<file path="src/rtl/spi_tagged_pkg.sv">
package spi_tagged_pkg;

  // Field positions inside a push word; the engine decodes these.
  localparam int DATA_W      = 16;
  localparam int CS_LSB      = 16;
  localparam int CS_FIELD_W  = 8;
  localparam int ATTR_LSB    = 24;
  localparam int ATTR_IDX_W  = 8;

  typedef enum logic [1:0] {
    SEQ_IDLE  = 2'd0,
    SEQ_SHIFT = 2'd1,
    SEQ_GAP   = 2'd2
  } seq_state_e;

endpackage

</file>
<file path="src/rtl/spi_sync_fifo.sv">
module spi_sync_fifo #(
  parameter int WIDTH = 32,
  parameter int DEPTH = 4
) (
  input  logic             clk,
  input  logic             rst_n,
  input  logic             clr,
  input  logic             wr_en,
  input  logic [WIDTH-1:0] wr_data,
  input  logic             rd_en,
  output logic [WIDTH-1:0] rd_data,
  output logic             empty,
  output logic             full
);

  localparam int AW = $clog2(DEPTH);
  localparam logic [AW:0] FULL_CNT = DEPTH[AW:0];

  logic [WIDTH-1:0] mem_q [DEPTH];
  logic [AW-1:0]    wptr_q, wptr_d;
  logic [AW-1:0]    rptr_q, rptr_d;
  logic [AW:0]      cnt_q, cnt_d;
  logic             do_wr, do_rd;

  assign empty   = (cnt_q == '0);
  assign full    = (cnt_q == FULL_CNT);
  assign do_wr   = wr_en && !full && !clr;
  assign do_rd   = rd_en && !empty && !clr;
  assign rd_data = mem_q[rptr_q];

  always_comb begin
    wptr_d = wptr_q;
    rptr_d = rptr_q;
    cnt_d  = cnt_q;
    if (clr) begin
      wptr_d = '0;
      rptr_d = '0;
      cnt_d  = '0;
    end else begin
      if (do_wr) wptr_d = wptr_q + 1'b1;
      if (do_rd) rptr_d = rptr_q + 1'b1;
      case ({do_wr, do_rd})
        2'b10:   cnt_d = cnt_q + 1'b1;
        2'b01:   cnt_d = cnt_q - 1'b1;
        default: cnt_d = cnt_q;
      endcase
    end
  end

  always_ff @(posedge clk or negedge rst_n) begin
    if (!rst_n) begin
      wptr_q <= '0;
      rptr_q <= '0;
      cnt_q  <= '0;
    end else begin
      wptr_q <= wptr_d;
      rptr_q <= rptr_d;
      cnt_q  <= cnt_d;
    end
  end

  always_ff @(posedge clk) begin
    if (do_wr) mem_q[wptr_q] <= wr_data;
  end

endmodule

</file>
<file path="src/rtl/spi_attr_sel.sv">
module spi_attr_sel #(
  parameter int NUM_ATTR = 4,
  parameter int DIV_W    = 4,
  parameter int IDX_W    = 8
) (
  input  logic [IDX_W-1:0]          attr_idx,
  input  logic [NUM_ATTR*DIV_W-1:0] cfg_half_div,
  input  logic [NUM_ATTR-1:0]       cfg_wide,
  output logic [DIV_W-1:0]          half_div,
  output logic                      wide
);

  localparam int ATTR_W = $clog2(NUM_ATTR);
  localparam logic [IDX_W-1:0] IDX_LIMIT = NUM_ATTR[IDX_W-1:0];

  logic [ATTR_W-1:0] sel;

  // Out-of-range indices fall back to set 0.
  assign sel = (attr_idx < IDX_LIMIT) ? attr_idx[ATTR_W-1:0] : '0;

  always_comb begin
    half_div = cfg_half_div[DIV_W-1:0];
    wide     = cfg_wide[0];
    for (int i = 1; i < NUM_ATTR; i++) begin
      if (sel == i[ATTR_W-1:0]) begin
        half_div = cfg_half_div[i*DIV_W +: DIV_W];
        wide     = cfg_wide[i];
      end
    end
  end

endmodule

</file>
<file path="src/rtl/spi_shifter.sv">
module spi_shifter #(
  parameter int DATA_W = 16
) (
  input  logic              clk,
  input  logic              rst_n,
  input  logic              load,
  input  logic [DATA_W-1:0] load_data,
  input  logic              shift_out,
  input  logic              shift_in,
  input  logic              wide,
  input  logic              active,
  input  logic              miso,
  output logic              mosi,
  output logic [DATA_W-1:0] rx_word
);

  localparam int HALF_W = DATA_W / 2;

  logic [DATA_W-1:0] tx_q, tx_d;
  logic [DATA_W-1:0] rx_q, rx_d;

  always_comb begin
    tx_d = tx_q;
    rx_d = rx_q;
    if (load) begin
      tx_d = load_data;
      rx_d = '0;
    end else begin
      if (shift_out) tx_d = {tx_q[DATA_W-2:0], 1'b0};
      if (shift_in)  rx_d = {rx_q[DATA_W-2:0], miso};
    end
  end

  always_ff @(posedge clk or negedge rst_n) begin
    if (!rst_n) begin
      tx_q <= '0;
      rx_q <= '0;
    end else begin
      tx_q <= tx_d;
      rx_q <= rx_d;
    end
  end

  assign mosi    = active && (wide ? tx_q[DATA_W-1] : tx_q[HALF_W-1]);
  assign rx_word = wide ? rx_q : {{HALF_W{1'b0}}, rx_q[HALF_W-1:0]};

endmodule

</file>
<file path="src/rtl/spi_sequencer.sv">
module spi_sequencer
  import spi_tagged_pkg::*;
#(
  parameter int NUM_CS = 8,
  parameter int DIV_W  = 4
) (
  input  logic              clk,
  input  logic              rst_n,
  input  logic              tx_valid,
  input  logic [NUM_CS-1:0] head_cs,
  input  logic [DIV_W-1:0]  head_div,
  input  logic              head_wide,
  output logic              start,
  output logic              bit_rise,
  output logic              bit_fall,
  output logic              frame_done,
  output logic              shifting,
  output logic              cur_wide,
  output logic              sclk,
  output logic [NUM_CS-1:0] cs_n
);

  localparam int CNT_W = DIV_W + 1;

  seq_state_e        state_q, state_d;
  logic [CNT_W-1:0]  cnt_q, cnt_d;
  logic [CNT_W-1:0]  div_q, div_d;
  logic [4:0]        bits_q, bits_d;
  logic [NUM_CS-1:0] pat_q, pat_d;
  logic              wide_q, wide_d;
  logic              sclk_q, sclk_d;
  logic [NUM_CS-1:0] csn_q, csn_d;
  logic [CNT_W-1:0]  head_half;
  logic              last_bit;

  assign head_half = (head_div == '0) ? CNT_W'(1) : {1'b0, head_div};
  assign last_bit  = (bits_q == (wide_q ? 5'd16 : 5'd8));

  always_comb begin
    state_d    = state_q;
    cnt_d      = cnt_q;
    div_d      = div_q;
    bits_d     = bits_q;
    pat_d      = pat_q;
    wide_d     = wide_q;
    sclk_d     = sclk_q;
    csn_d      = csn_q;
    start      = 1'b0;
    bit_rise   = 1'b0;
    bit_fall   = 1'b0;
    frame_done = 1'b0;
    unique case (state_q)
      SEQ_IDLE: begin
        sclk_d = 1'b0;
        if (tx_valid) start = 1'b1;
      end
      SEQ_SHIFT: begin
        if (cnt_q != '0) begin
          cnt_d = cnt_q - 1'b1;
        end else begin
          cnt_d = div_q - 1'b1;
          if (!sclk_q) begin
            bit_rise = 1'b1;
            sclk_d   = 1'b1;
            bits_d   = bits_q + 1'b1;
          end else begin
            bit_fall = 1'b1;
            sclk_d   = 1'b0;
            if (last_bit) begin
              frame_done = 1'b1;
              if (tx_valid && (head_cs == pat_q)) begin
                start = 1'b1;
              end else begin
                state_d = SEQ_GAP;
                csn_d   = '1;
                cnt_d   = {div_q[CNT_W-2:0], 1'b0} - 1'b1;
              end
            end
          end
        end
      end
      SEQ_GAP: begin
        if (cnt_q == '0) state_d = SEQ_IDLE;
        else             cnt_d   = cnt_q - 1'b1;
      end
      default: state_d = SEQ_IDLE;
    endcase
    if (start) begin
      state_d = SEQ_SHIFT;
      div_d   = head_half;
      cnt_d   = head_half - 1'b1;
      bits_d  = '0;
      pat_d   = head_cs;
      wide_d  = head_wide;
      csn_d   = ~head_cs;
    end
  end

  always_ff @(posedge clk or negedge rst_n) begin
    if (!rst_n) begin
      state_q <= SEQ_IDLE;
      cnt_q   <= '0;
      div_q   <= CNT_W'(1);
      bits_q  <= '0;
      pat_q   <= '0;
      wide_q  <= 1'b0;
      sclk_q  <= 1'b0;
      csn_q   <= '1;
    end else begin
      state_q <= state_d;
      cnt_q   <= cnt_d;
      div_q   <= div_d;
      bits_q  <= bits_d;
      pat_q   <= pat_d;
      wide_q  <= wide_d;
      sclk_q  <= sclk_d;
      csn_q   <= csn_d;
    end
  end

  assign shifting = (state_q == SEQ_SHIFT);
  assign cur_wide = wide_q;
  assign sclk     = sclk_q;
  assign cs_n     = csn_q;

endmodule

</file>
<file path="src/rtl/spi_tagged_master.sv">
module spi_tagged_master
  import spi_tagged_pkg::*;
#(
  parameter int NUM_CS   = 8,
  parameter int NUM_ATTR = 4,
  parameter int DIV_W    = 4,
  parameter int TX_DEPTH = 4,
  parameter int RX_DEPTH = 4
) (
  input  logic                      clk,
  input  logic                      rst_n,
  input  logic                      tx_wr_en,
  input  logic [31:0]               tx_wr_data,
  output logic                      tx_full,
  input  logic                      rx_rd_en,
  output logic [DATA_W-1:0]         rx_rd_data,
  output logic                      rx_empty,
  input  logic                      rx_clear,
  output logic                      rx_overrun,
  input  logic                      req_en,
  input  logic                      req_to_dma,
  output logic                      dma_req,
  output logic                      irq_req,
  input  logic [NUM_ATTR*DIV_W-1:0] cfg_half_div,
  input  logic [NUM_ATTR-1:0]       cfg_wide,
  output logic                      sclk,
  output logic                      mosi,
  input  logic                      miso,
  output logic [NUM_CS-1:0]         cs_n
);

  // Reset: asserted asynchronously, released on a clock edge.
  logic [1:0] rst_sync_q;
  logic       rst_int_n;

  always_ff @(posedge clk or negedge rst_n) begin
    if (!rst_n) rst_sync_q <= 2'b00;
    else        rst_sync_q <= {rst_sync_q[0], 1'b1};
  end
  assign rst_int_n = rst_sync_q[1];

  // Transmit queue
  logic [31:0]           tx_head;
  logic                  tx_empty;
  logic                  tx_pop;
  logic [NUM_CS-1:0]     head_cs;
  logic [ATTR_IDX_W-1:0] head_attr;
  logic [DIV_W-1:0]      head_div;
  logic                  head_wide;

  spi_sync_fifo #(.WIDTH(32), .DEPTH(TX_DEPTH)) u_tx_fifo (
    .clk     (clk),
    .rst_n   (rst_int_n),
    .clr     (1'b0),
    .wr_en   (tx_wr_en),
    .wr_data (tx_wr_data),
    .rd_en   (tx_pop),
    .rd_data (tx_head),
    .empty   (tx_empty),
    .full    (tx_full)
  );

  assign head_cs   = tx_head[CS_LSB +: NUM_CS];
  assign head_attr = tx_head[ATTR_LSB +: ATTR_IDX_W];

  spi_attr_sel #(.NUM_ATTR(NUM_ATTR), .DIV_W(DIV_W), .IDX_W(ATTR_IDX_W)) u_attr (
    .attr_idx     (head_attr),
    .cfg_half_div (cfg_half_div),
    .cfg_wide     (cfg_wide),
    .half_div     (head_div),
    .wide         (head_wide)
  );

  // Frame sequencing and shifting
  logic bit_rise, bit_fall, frame_done, shifting, cur_wide;
  logic [DATA_W-1:0] rx_word;

  spi_sequencer #(.NUM_CS(NUM_CS), .DIV_W(DIV_W)) u_seq (
    .clk        (clk),
    .rst_n      (rst_int_n),
    .tx_valid   (!tx_empty),
    .head_cs    (head_cs),
    .head_div   (head_div),
    .head_wide  (head_wide),
    .start      (tx_pop),
    .bit_rise   (bit_rise),
    .bit_fall   (bit_fall),
    .frame_done (frame_done),
    .shifting   (shifting),
    .cur_wide   (cur_wide),
    .sclk       (sclk),
    .cs_n       (cs_n)
  );

  spi_shifter #(.DATA_W(DATA_W)) u_shift (
    .clk       (clk),
    .rst_n     (rst_int_n),
    .load      (tx_pop),
    .load_data (tx_head[DATA_W-1:0]),
    .shift_out (bit_fall && !frame_done),
    .shift_in  (bit_rise),
    .wide      (cur_wide),
    .active    (shifting),
    .miso      (miso),
    .mosi      (mosi),
    .rx_word   (rx_word)
  );

  // Receive queue and overrun flag
  logic rx_full;
  logic ovr_q, ovr_d;

  spi_sync_fifo #(.WIDTH(DATA_W), .DEPTH(RX_DEPTH)) u_rx_fifo (
    .clk     (clk),
    .rst_n   (rst_int_n),
    .clr     (rx_clear),
    .wr_en   (frame_done),
    .wr_data (rx_word),
    .rd_en   (rx_rd_en),
    .rd_data (rx_rd_data),
    .empty   (rx_empty),
    .full    (rx_full)
  );

  always_comb begin
    ovr_d = ovr_q;
    if (rx_clear)                    ovr_d = 1'b0;
    else if (frame_done && rx_full)  ovr_d = 1'b1;
  end

  always_ff @(posedge clk or negedge rst_int_n) begin
    if (!rst_int_n) ovr_q <= 1'b0;
    else            ovr_q <= ovr_d;
  end
  assign rx_overrun = ovr_q;

  // Fill request routing
  logic fill_req;
  assign fill_req = req_en && !tx_full;
  assign dma_req  = fill_req && req_to_dma;
  assign irq_req  = fill_req && !req_to_dma;

endmodule

</file>
<file path="config.mk">
export PLATFORM = sky130hd
export DESIGN_NAME = spi_tagged_master
export DESIGN_NICKNAME = d
export VERILOG_FILES = /design/src/rtl/spi_tagged_pkg.sv /design/src/rtl/spi_sync_fifo.sv /design/src/rtl/spi_attr_sel.sv /design/src/rtl/spi_shifter.sv /design/src/rtl/spi_sequencer.sv /design/src/rtl/spi_tagged_master.sv
export SDC_FILE = /design/constraint.sdc
export NUM_CORES = 1
export LEC_CHECK = 0
export BUFFER_PORTS_ARGS = -buffer_cell sky130_fd_sc_hd__buf_2
export CAP_MARGIN = 20
export CORE_UTILIZATION = 40
export CTS_CLUSTER_DIAMETER = 200
export DETAILED_ROUTE_END_ITERATION = 8
export GPL_TIMING_DRIVEN = 0
export PLACE_DENSITY = 0.56
export SYNTH_ARGS = -nofsm -noshare
export SYNTH_HDL_FRONTEND = slang
export SYNTH_SLANG_ARGS = --single-unit
</file>
<file path="constraint.sdc">
create_clock -name clk -period 5.3 [get_ports clk]
set_input_delay 0.265 -clock clk [delete_from_list [all_inputs] [get_ports clk]]
set_output_delay 0.265 -clock clk [all_outputs]
set_load 0.02 [all_outputs]
</file>
After elaboration in Yosys (flattened, before gate mapping):

Memory sizes are Yosys's and may differ from the RTL's.
Cells that the tools add are included.

* add/sub/neg operators: 13
* $lt $le $gt $ge: 1
* equal/unequal tests: 24
* mux-type cells: 70
* bitwise gates (word level): 1
* reductions and logical operators: 43

Operator list (number)
* $mux W16: 5
* $mux W5: 11
* $mux W8: 6
* $mux W1: 26
* $mux W2: 11
* $reduce_bool A2 Y1: 10
* $sub A5 B1 Y5 const B: 4
* $mux W4: 4
* $ne A3 B3 Y1 const B: 5
* $logic_and A1 B1 Y1: 13
* $pmux W3 S2: 2
* $eq A2 B2 Y1 const B: 5
* $ne A2 B2 Y1 const B: 5
* $pmux W5 S2: 1
* $add A2 B1 Y2 const B: 4
* $eq A2 B1 Y1 const B: 4
* $eq A8 B8 Y1: 1
* $lt A8 B3 Y1 const B: 1
* $not A8 Y8: 1
* $logic_not A1 Y1: 7
* $add A3 B1 Y3 const B: 2
* $eq A3 B3 Y1 const B: 2
* $logic_not A3 Y1: 2
* $pmux W2 S3: 1
* other kinds (15): 19

* bits in registers: 84
* memory bits (writable): 192
* input port bits: 60
* output and inout port bits: 31
* logic and storage cells: 172
* memories kept: 2

Memory list
* u_tx_fifo.mem_q: depth 4, bits a word 32, rd ports 1, clocked after Yosys merged registers in 0, wr ports 1, line spi_sync_fifo.sv:19 `logic [WIDTH-1:0] mem_q [DEPTH];`
* u_rx_fifo.mem_q: depth 4, bits a word 16, rd ports 1, clocked after Yosys merged registers in 0, wr ports 1, line spi_sync_fifo.sv:19

Longest topological paths before layout:

Gate-level depths: netlist of the first run.

* depth after elaboration: 11
* depth in mapped cells: 14
* depth with buffers taken out: 13

Cells and area by module:

A second synthesis of the first run with hierarchy kept.

* cell total of the unflattened synthesis: 757
* area, all modules: 11928.9 µm²

By module, submodules not included
* spi_sync_fifo at u_tx_fifo: times used 1, cells an instance 235, area each 5222.5 µm², sequential area each 4018.9 µm²
* spi_sync_fifo at u_rx_fifo: times used 1, cells an instance 148, area each 2862.7 µm², sequential area each 2097.0 µm²
* spi_sequencer: times used 1, cells an instance 187, area each 1920.6 µm², sequential area each 862.1 µm²
* spi_shifter: times used 1, cells an instance 139, area each 1527.7 µm², sequential area each 800.8 µm²
* spi_attr_sel: times used 1, cells an instance 37, area each 272.8 µm², sequential area each 0.0 µm²
* spi_tagged_master: times used 1, cells an instance 11, area each 122.6 µm², sequential area each 75.1 µm²

Least setup slack after synthesis of the first run:

OpenSTA, ideal clock, no wires.

* path kind: reg-to-reg
* start: reg u_tx_fifo.rptr_q[0]
* end: reg u_tx_fifo.cnt_q[2]
* library setup time: 0.079 ns
* arrival: 3.127 ns
* data required time: 5.221 ns
* slack: 2.093 ns
* cell stages (with the launch flop): 15
* path buffers: 2
* period minus slack after synthesis: 3.207 ns
* cell sequence: dfrtp_1 buf_6 mux4_2 xnor2_1 nand4_2 nor3_1 a22oi_1 inv_2 buf_1 ha_1 inv_1 fa_1 xor2_1 nor2_1 xor2_1

* longest elaborated chain between the ends: 11
* elaborated cells between the ends (all ways): 13
* those cells by class: eq/ne (3); mux (6); reduce/logical (3); memory (1)

RTL lines
* start, declared: line spi_sync_fifo.sv:21 `logic [AW-1:0] rptr_q, rptr_d;`
* start signal, assigned: line spi_sync_fifo.sv:57 `rptr_q <= rptr_d;`
* $mem_v2 Z4 W32 (*)
* $eq A8 B8 Y1 (*): line spi_sequencer.sv:71 `if (tx_valid && (head_cs == pat_q)) begin`
* $logic_and A1 B1 Y1 (*): line spi_sequencer.sv:71
* $mux W1 (*): line spi_sequencer.sv:71
* $mux W1 (*): line spi_sequencer.sv:69 `if (last_bit) begin`
* $mux W1 (*): line spi_sequencer.sv:62 `if (!sclk_q) begin`
* $mux W1 (*): line spi_sequencer.sv:58 `if (cnt_q != '0) begin`
* $pmux W1 S2 (*): line spi_sequencer.sv:52 `unique case (state_q)`
* $logic_and A1 B1 Y1 (*): line spi_sync_fifo.sv:28 `assign do_rd = rd_en && !empty && !clr;`
* via u_tx_fifo.do_rd: line spi_sync_fifo.sv:23 `logic do_wr, do_rd;`
* $eq A2 B1 Y1 or $eq A2 B2 Y1 (tied branches): line spi_sync_fifo.sv:42 `case ({do_wr, do_rd})`
* $pmux W3 S2 or $reduce_bool A2 Y1 (tied branches)
* end signal, assigned: line spi_sync_fifo.sv:58 `cnt_q <= cnt_d;`
* end, declared: line spi_sync_fifo.sv:22 `logic [AW:0] cnt_q, cnt_d;`

The timed path passes the listed nets; every way through them passes the cells marked *.
A chain may end at the register's enable or synchronous reset.

Worst setup path after layout of the first run:

* start: reg u_tx_fifo.rptr_q[1]
* end: reg u_tx_fifo.cnt_q[2]

The elaborated chain is that of the path after synthesis.

==> results of run 1 <==
[what timing repair did]
action | 4_1_cts | 5_1_grt
hold endpoints to repair | 131 | 0
hold buffers | 34 | 0
setup buffers | 0 | 0
[state kept, by name, indices dropped and copies added, names as in the netlist, 3 cells and up]
signal,cells
u_rx_fifo.mem_q,64
u_seq.pat_q,8
u_seq.cs_n,8
u_seq.cnt_q,5
u_rx_fifo.cnt_q,3
u_shift.tx_q,16
u_tx_fifo.mem_q,128
u_shift.rx_q,16
u_seq.bits_q,5
u_tx_fifo.cnt_q,3
u_seq.div_q,4
[per-stage QoR]
step	power [mW]	cell area, um^2	instances	util
detailed placement	4.98	12200	1195	0.441
global route	7.21	13500	1285	0.486
CTS	6.91	13500	1285	0.486
global placement	4.95	12200	1194	0.440
floorplan	4.40	11300	727	-
finish	6.81	13500	1285	0.486
[worst paths after layout]
check                                    start  slack, ps             endpoint  cells past startpoint
setup / recovery           u_tx_fifo.rptr_q[1]       1400   u_tx_fifo.cnt_q[2]                     14
hold / removal                           rst_n         30        rst_sync_q[1]                      2
setup reg to reg           u_tx_fifo.rptr_q[1]       1400   u_tx_fifo.cnt_q[2]                     14
hold reg to reg                  rst_sync_q[1]        320     u_shift.rx_q[12]                      0
max in group asynchronous        rst_sync_q[1]       4300        u_seq.cs_n[1]                      1
min in group clk                      tx_wr_en         70  u_tx_fifo.wptr_q[0]                      3
[layer usage]
metal | global-route usage | vias up | wire length [um]
li1 | - | 3018 | -
met1 | 0.204 | 3081 | 9550
met2 | 0.261 | 123 | 10500
met3 | 0.0226 | 32 | 885
met4 | 0.0415 | 0 | 452
met5 | 0 | - | 0
[where the power goes]
| part | total [mW] | internal (mW) | switching [mW] |
|---|---|---|---|
| clock | 1.89 | 1.07 | 0.821 |
| combinational | 1.95 | 0.794 | 1.15 |
| sequential | 2.97 | 2.76 | 0.206 |
| total | 6.81 | 4.63 | 2.18 |
[cell type report]
cell class                      count  area, um^2  area share
Tap cell                          378         473      0.0351
Clock buffer                       44         813      0.0604
Inverter                           21        78.8     0.00586
Timing Repair Buffer              124         813      0.0604
Sequential cell                   275        7860       0.584
Clock inverter                     12        88.8     0.00660
Buffer                             27         114     0.00846
Multi-Input combinational cell    404        3220       0.239
[cells by family after synthesis]
family | Yosys count | share of synthesized area
and+or+nand+nor | 191 | 0.0768
AOI/OAI and AO/OA | 94 | 0.0524
other | 1 | 0.000333
DFF | 275 | 0.697
buffers and inverters | 48 | 0.0171
xor gates and xnor gates | 28 | 0.0224
adders and majority gates | 19 | 0.0224
muxes | 71 | 0.111
[critical path, cell delays in order (launching register included)]
cell	delay [ps]
dfrtp_1	400
buf_1	510
mux4_2	450
xnor2_1	220
nand4_2	190
nor3_1	180
a22oi_1	130
inv_2	200
buf_1	400
ha_1	260
inv_1	60
fa_1	370
xor2_1	170
nor2_1	110
xor2_1	150
[cells in the final DEF (no fill, tap or decap), types with 5 or more instances in the layout]
| cell type | n |
|---|---|
| edfxtp_1 | 192 |
| nand2_1 | 95 |
| buf_2 | 93 |
| dfrtp_1 | 73 |
| mux4_2 | 39 |
| nor2_1 | 35 |
| dlygate4sd3_1 | 34 |
| o21ai_0 | 30 |
| clkbuf_16 | 30 |
| clkbuf_1 | 28 |
| a21oi_1 | 28 |
| mux2i_1 | 26 |
| inv_1 | 20 |
| xnor2_1 | 19 |
| ha_1 | 17 |
| and2_1 | 13 |
| nor3_1 | 10 |
| o21a_1 | 9 |
| dfstp_2 | 9 |
| xor2_1 | 8 |
| nand3_1 | 7 |
| buf_1 | 7 |
| nor4_1 | 5 |
| nand2b_1 | 5 |
| nor2b_1 | 5 |
| clkinv_2 | 5 |
==> reports/qor.log, run 1 <==
qor: power_and_ir_drop.total_leakage_power 5.00 nW
qor: critical_path.worst-endpoint-arrival 4370 ps
qor: synth.synth.most_common_cell edfxtp_1
qor: floorplan.placeableCoreArea 27700 um^2
qor: synth.netlist_area 11300 um^2
qor: clocking.insertion_delay 570 ps
qor: detailed_routing.drc_errors 0
qor: clocking.cts.clk_slew.worst_paths 60 ps
qor: clocking.htree_levels 1
qor: synth.synth_top_cell_area_share 0.512
qor: clocking.tritoncts.num_buffers 30
qor: synth.synth_top_flop_cell edfxtp_1
qor: layout.syn_to_final_growth 19.5%
qor: layout.fill_cells 2421
qor: clocking.cts_sinks 275
qor: synth.synth_sequential_area_ratio 0.697
qor: global_route.grt_overflow_total 0
qor: timing.fin_crit_period 3900 ps
qor: critical_path.start_kind flip-flop
qor: timing.final_hold_violation_count 0
qor: synth.synth_common_cells edfxtp_1 (192), nand2_1 (95), dfrtp_1 (74)
qor: synth.yosysWarnings 0
qor: detailed_routing.dr.first_iter.drc_count 293
qor: synth.synth_nets 806
qor: global_route.number_of_antenna_violations_at_the_first_check_in_global_routing 0
qor: power_and_ir_drop.vdd_ir_drop_max 0.268 mV
qor: critical_path.timing.critical_path.to_type flip-flop
qor: synth.synth.largest_area_cell edfxtp_1
qor: floorplan.io_pins 91
qor: floorplan.fp.dieArea 28800 um^2
qor: layout.design.final.nets 962
qor: power_and_ir_drop.p_per_area 506 nW/um^2
qor: global_route.grt_pass1_wl 34300 um
qor: detailed_routing.detail_route.wl_per_cell 16.6 um
qor: critical_path.criticalPathCategory flip-flop to flip-flop
qor: clocking.root_buffer clkbuf_16
qor: timing.rsz0062_at_grt no
qor: clocking.tritoncts built
qor: clocking.cts-root-to-sink-buffers 3
qor: layout.drive_above_1_share 0.218
qor: synth.synth_cell_type_count 55
qor: floorplan.die_height 170 um
qor: critical_path.cp.required 5770 ps
qor: placed_design.dpl_worst_slack 1300 ps
qor: global_route.grt_start_max_net_pins 44
qor: timing.setup_ws 1400 ps
qor: synth.ys_async_sr_fraction 0.302
qor: synth.synth_area_leaders edfxtp_1 (51%), dfrtp_1 (16%), mux4_2 (7.8%), nand2_1 (3.2%), mux2i_1 (2.3%)
qor: detailed_routing.via_count 6254
qor: global_route.first_global_vias 6431
qor: timing.fin_hold_ws 32.0 ps
qor: synth.post_synthesis_sequential_element_count 275
qor: detailed_routing.dr.pass1.iters 5
qor: clocking.post_cts_resize_count 0
qor: timing.fmaxAchievable 257 MHz
qor: min_path.worst_hold_path_type primary input to asynchronous set/reset pin
qor: critical_path.cp_max_fo 10
qor: timing.tns 0 ps
qor: timing.slew_headroom 0.318
qor: timing.clock_skew 17.6 ps
qor: job.timing.max_cap.violations 0
qor: synth.postSynthCellCount 727
qor: detailed_routing.post_detailed_route_via_to_cell_ratio 4.87
qor: floorplan.num_rows 61
qor: placed_design.detailedPlacementHpwl 13800 um
qor: timing.number_of_setup_violations_in_the_final_report 0
qor: detailed_routing.routed_wl 21400 um
qor: timing.final-max-slew-violation-count 0
qor: layout.antenna_cells_inserted 0
qor: status.result_of_the_run complete, no violations
qor: synth.synth-edff-count 192
qor: synth.avgSynthCellArea 15.5 um^2
qor: floorplan.dieWidth 170 um
qor: global_route.global_route.usage.total 0.153
qor: floorplan.starting_density_of_the_core 0.406
qor: timing.final_critical_path_share_of_the_clock_period 0.735
qor: placed_design.routabilityCongestion 0.808
qor: placed_design.numPortBuffers 89
qor: timing.slew_at_the_pin_closest_to_its_max_slew_limit 1020 ps
qor: detailed_routing.ant_nets 0
Power figures use the tool's default switching activity.
==> inputs of run 2 (changes only) <==
--- a/config.mk
+++ b/config.mk
@@ -11,7 +11,7 @@
 export CTS_CLUSTER_DIAMETER = 200
 export DETAILED_ROUTE_END_ITERATION = 8
 export GPL_TIMING_DRIVEN = 0
-export PLACE_DENSITY = 0.56
+export PLACE_DENSITY = 0.58
 export SYNTH_ARGS = -nofsm -noshare
 export SYNTH_HDL_FRONTEND = slang
 export SYNTH_SLANG_ARGS = --single-unit
==> constraint.sdc (replaced) <==
create_clock -name clk -period 3.2 [get_ports clk]
set_input_delay 0.16 -clock clk [delete_from_list [all_inputs] [get_ports clk]]
set_output_delay 0.16 -clock clk [all_outputs]
set_load 0.02 [all_outputs]
==> run 2 against run 1 <==
Total power is 72% higher. Clock skew is 2.5 ps lower. Count of clock-buffer cells in the layout is 8 lower. Global-route usage is 0.15 points lower. Hold slack better by 7.0 ps. Sequential share of layout area is 1.1 points lower. Combinational power is 78% higher. Die area stayed put. Clock power is 74% higher. Critical path type unchanged. Largest power group unchanged. Highest routed layer unchanged.
==> reports/qor.log, run 2 (synthesized netlist as in run 1, its figures left out) <==
qor: detailed_routing.post_detailed_route_via_to_cell_ratio 4.88 [+0.20%]
qor: clocking.insertion_delay 540 ps [-30 ps]
qor: detailed_routing.drc_errors 0 [unchanged]
qor: detailed_routing.routed_wl 21100 um [-1.0%]
qor: clocking.htree_levels 1 [unchanged]
qor: layout.registers_with_the_most_flip_flops u_tx_fifo.mem_q x128, u_rx_fifo.mem_q x64
qor: critical_path.criticalPathCategory flip-flop to flip-flop
qor: floorplan.num_rows 61 [unchanged]
qor: critical_path.start_kind flip-flop
qor: global_route.global_route.usage.total 0.151 [-0.00148]
qor: layout.largest_reg_flops 128 [unchanged]
qor: layout.mostFrequentLayoutCells edfxtp_1 (192), nand2_1 (94), buf_2 (93), dfrtp_1 (72), mux4_2 (39)
qor: power_and_ir_drop.pwr-share-clk 0.281 [+0.003]
qor: placed_design.numPortBuffers 89 [unchanged]
qor: min_path.holdPathStages 2
qor: critical_path.r2r_end u_tx_fifo.cnt_q[2]
qor: power_and_ir_drop.internal_power 8.04 mW [+74%]
qor: timing.slew_at_the_pin_closest_to_its_max_slew_limit 939 ps [-83.9 ps]
qor: detailed_routing.dr.first_iter.drc_count 349 [+19%]
qor: power_and_ir_drop.swShare 0.312 [-0.00829]
qor: placed_design.routabilityCongestion 0.777 [-3.8%]
qor: floorplan.starting_density_of_the_core 0.406 [unchanged]
qor: critical_path.worst-endpoint-arrival 3510 ps [-860 ps]
qor: placed_design.detailedPlacementHpwl 13600 um [-1.7%]
qor: layout.layout.cells.most_common edfxtp_1
qor: clocking.tritoncts.num_buffers 29 [-3.3%]
qor: global_route.grt_pass1_wl 34400 um [about the same]
qor: critical_path.reg2reg_slack 150 ps [-1260 ps]
qor: critical_path.critical_path.reg2reg.startpoint u_tx_fifo.rptr_q[0]
qor: timing.tns 0 ps [unchanged]
qor: power_and_ir_drop.share_comb_of_total_power 0.297 [+0.011]
qor: timing.final-max-slew-violation-count 0 [unchanged]
qor: layout.antenna_cells_inserted 0 [unchanged]
qor: min_path.worst_hold_startpoint rx_clear
qor: timing.slew_headroom 0.374 [+0.0560]
qor: clocking.cts_sinks 275 [unchanged]
qor: global_route.grt_start_max_net_pins 68 [+55%]
qor: timing.setup_ws 147 ps [-1260 ps]
qor: job.timing.max_cap.violations 0 [unchanged]
qor: critical_path.cp.required 3660 ps [-2110 ps]
qor: global_route.first_global_vias 6481 [+0.78%]
qor: clocking.cts-root-to-sink-buffers 3 [unchanged]
qor: critical_path.cp_max_fo 8 [-2]
qor: critical_path.timing.critical_path.to_type flip-flop
qor: critical_path.ff2ff_path_depth 14 [unchanged]
qor: clocking.tritoncts built
qor: min_path.worst_hold_path_type primary input to flip-flop
qor: detailed_routing.via_count 6320 [+1.1%]
qor: detailed_routing.detail_route.wl_per_cell 16.3 um [-1.9%]
qor: clocking.cts.clk_slew.worst_paths 60 ps [about the same]
qor: detailed_routing.ant_nets 0 [unchanged]
qor: layout.finish.cell_count_without_fillers 1296 [+0.86%]
qor: timing.rsz0062_at_grt yes
qor: floorplan.die_height 170 um [unchanged]
qor: timing.final_critical_path_share_of_the_clock_period 0.954 [+0.219]
qor: power_and_ir_drop.sequentialPowerShare 0.422 [-0.014]
qor: layout.drive_above_1_share 0.255 [+0.0366]
qor: timing.number_of_setup_violations_in_the_final_report 0 [unchanged]
qor: floorplan.dieWidth 170 um [unchanged]
qor: detailed_routing.dr.pass1.iters 5 [unchanged]
qor: floorplan.io_pins 91 [unchanged]
qor: min_path.endpoint_of_the_worst_hold_path u_rx_fifo.wptr_q[0]
qor: global_route.number_of_antenna_violations_at_the_first_check_in_global_routing 0 [unchanged]
qor: floorplan.fp.dieArea 28800 um^2 [unchanged]
qor: status.result_of_the_run complete, no violations
qor: clocking.root_buffer clkbuf_16
qor: layout.syn_to_final_growth 21.9%
qor: global_route.grt_overflow_total 0 [unchanged]
qor: layout.design.final.nets 974 [+1.2%]
qor: power_and_ir_drop.p_sw 3.65 mW [+67%]
qor: layout.regMostFlops u_tx_fifo.mem_q
qor: timing.clock_skew 15.1 ps [-2.54 ps]
qor: timing.final_hold_violation_count 0 [unchanged]
qor: power_and_ir_drop.p_per_area 851 nW/um^2 [+68%]
qor: placed_design.dpl_worst_slack -582 ps [-1880 ps]
qor: floorplan.placeableCoreArea 27700 um^2 [unchanged]
qor: placed_design.number_of_instances_in_the_placed_design 1195 [unchanged]
qor: power_and_ir_drop.total_leakage_power 5.13 nW [+2.5%]
qor: power_and_ir_drop.vdd_ir_drop_max 0.579 mV [+120%]
qor: timing.fin_crit_period 3050 ps [-843 ps]
qor: timing.fmaxAchievable 328 MHz [+28%]
==> run 2: power by group through the flow <==
stage / Sequential, mW / Clock, mW / Combinational, mW
6_report: 4.93 / 3.28 / 3.47
5_1_grt: 5.01 / 3.51 / 3.88
4_1_cts: 4.93 / 3.36 / 3.36
3_5_place_dp: 4.99 / 0 / 3.24
3_3_place_gp: 5.00 / 0 / 3.18
2_1_floorplan: 4.98 / 0 / 2.31
==> run 2: area by class of cell <==
type | count | area (um^2)
repair buffers | 137 | 928
well taps | 378 | 473
clock inverters | 18 | 171
inverters | 21 | 78.8
plain buffers | 27 | 135
flip-flops and latches | 275 | 7860
fillers | 2347 | 14000
multi-input cells | 404 | 3310
clock buffers | 36 | 772
==> run 2: worst max-delay path by stage <==
stage | end | cells past startpoint | start
floorplan | u_tx_fifo.cnt_q[2] | 14 | u_tx_fifo.rptr_q[0]
global placement | u_tx_fifo.cnt_q[2] | 14 | u_tx_fifo.rptr_q[1]
detailed placement | u_tx_fifo.cnt_q[2] | 14 | u_tx_fifo.rptr_q[1]
CTS | u_tx_fifo.cnt_q[2] | 14 | u_tx_fifo.rptr_q[0]
global route | u_tx_fifo.cnt_q[2] | 14 | u_tx_fifo.rptr_q[0]
finish | u_tx_fifo.cnt_q[2] | 14 | u_tx_fifo.rptr_q[0]
==> run 2: metrics by stage <==
step | power (mW) | instance area, um^2 | hold slack, ps | util
floorplan | 7.28 | 11300 | -136 | -
global placement | 8.18 | 12200 | -53.7 | 0.440
detailed placement | 8.23 | 12200 | -54.2 | 0.441
CTS | 11.7 | 13600 | 26.7 | 0.490
global route | 12.4 | 13700 | 64.4 | 0.495
finish | 11.7 | 13700 | 39.0 | 0.495
==> run 2: metal layers <==
metal	GRT usage	wire length, um	part of all wire
met4	0.0333	327	0.015
met1	0.206	9580	0.45
met3	0.0243	895	0.042
met5	0	0	0
met2	0.256	10300	0.49
==> run 2: repair_timing <==
action	CTS	global route
resized for setup	15	12
pin swaps	1	7
buffers inserted	1	10
endpoints found under the hold margin	132	0
hold buffers	36	0
endpoints found under the setup margin	75	67
==> run 2: critical path: stages (launching register included) <==
cell and delay (ps):
dfrtp_2 380, buf_12 140, mux4_2 550, xnor2_2 210, nand4_2 190, nor3_2 230, a22oi_2 100, inv_2 90
buf_6 140, ha_4 140, inv_1 50, fa_2 330, xor2_1 160, nor2_1 120, xor2_1 140
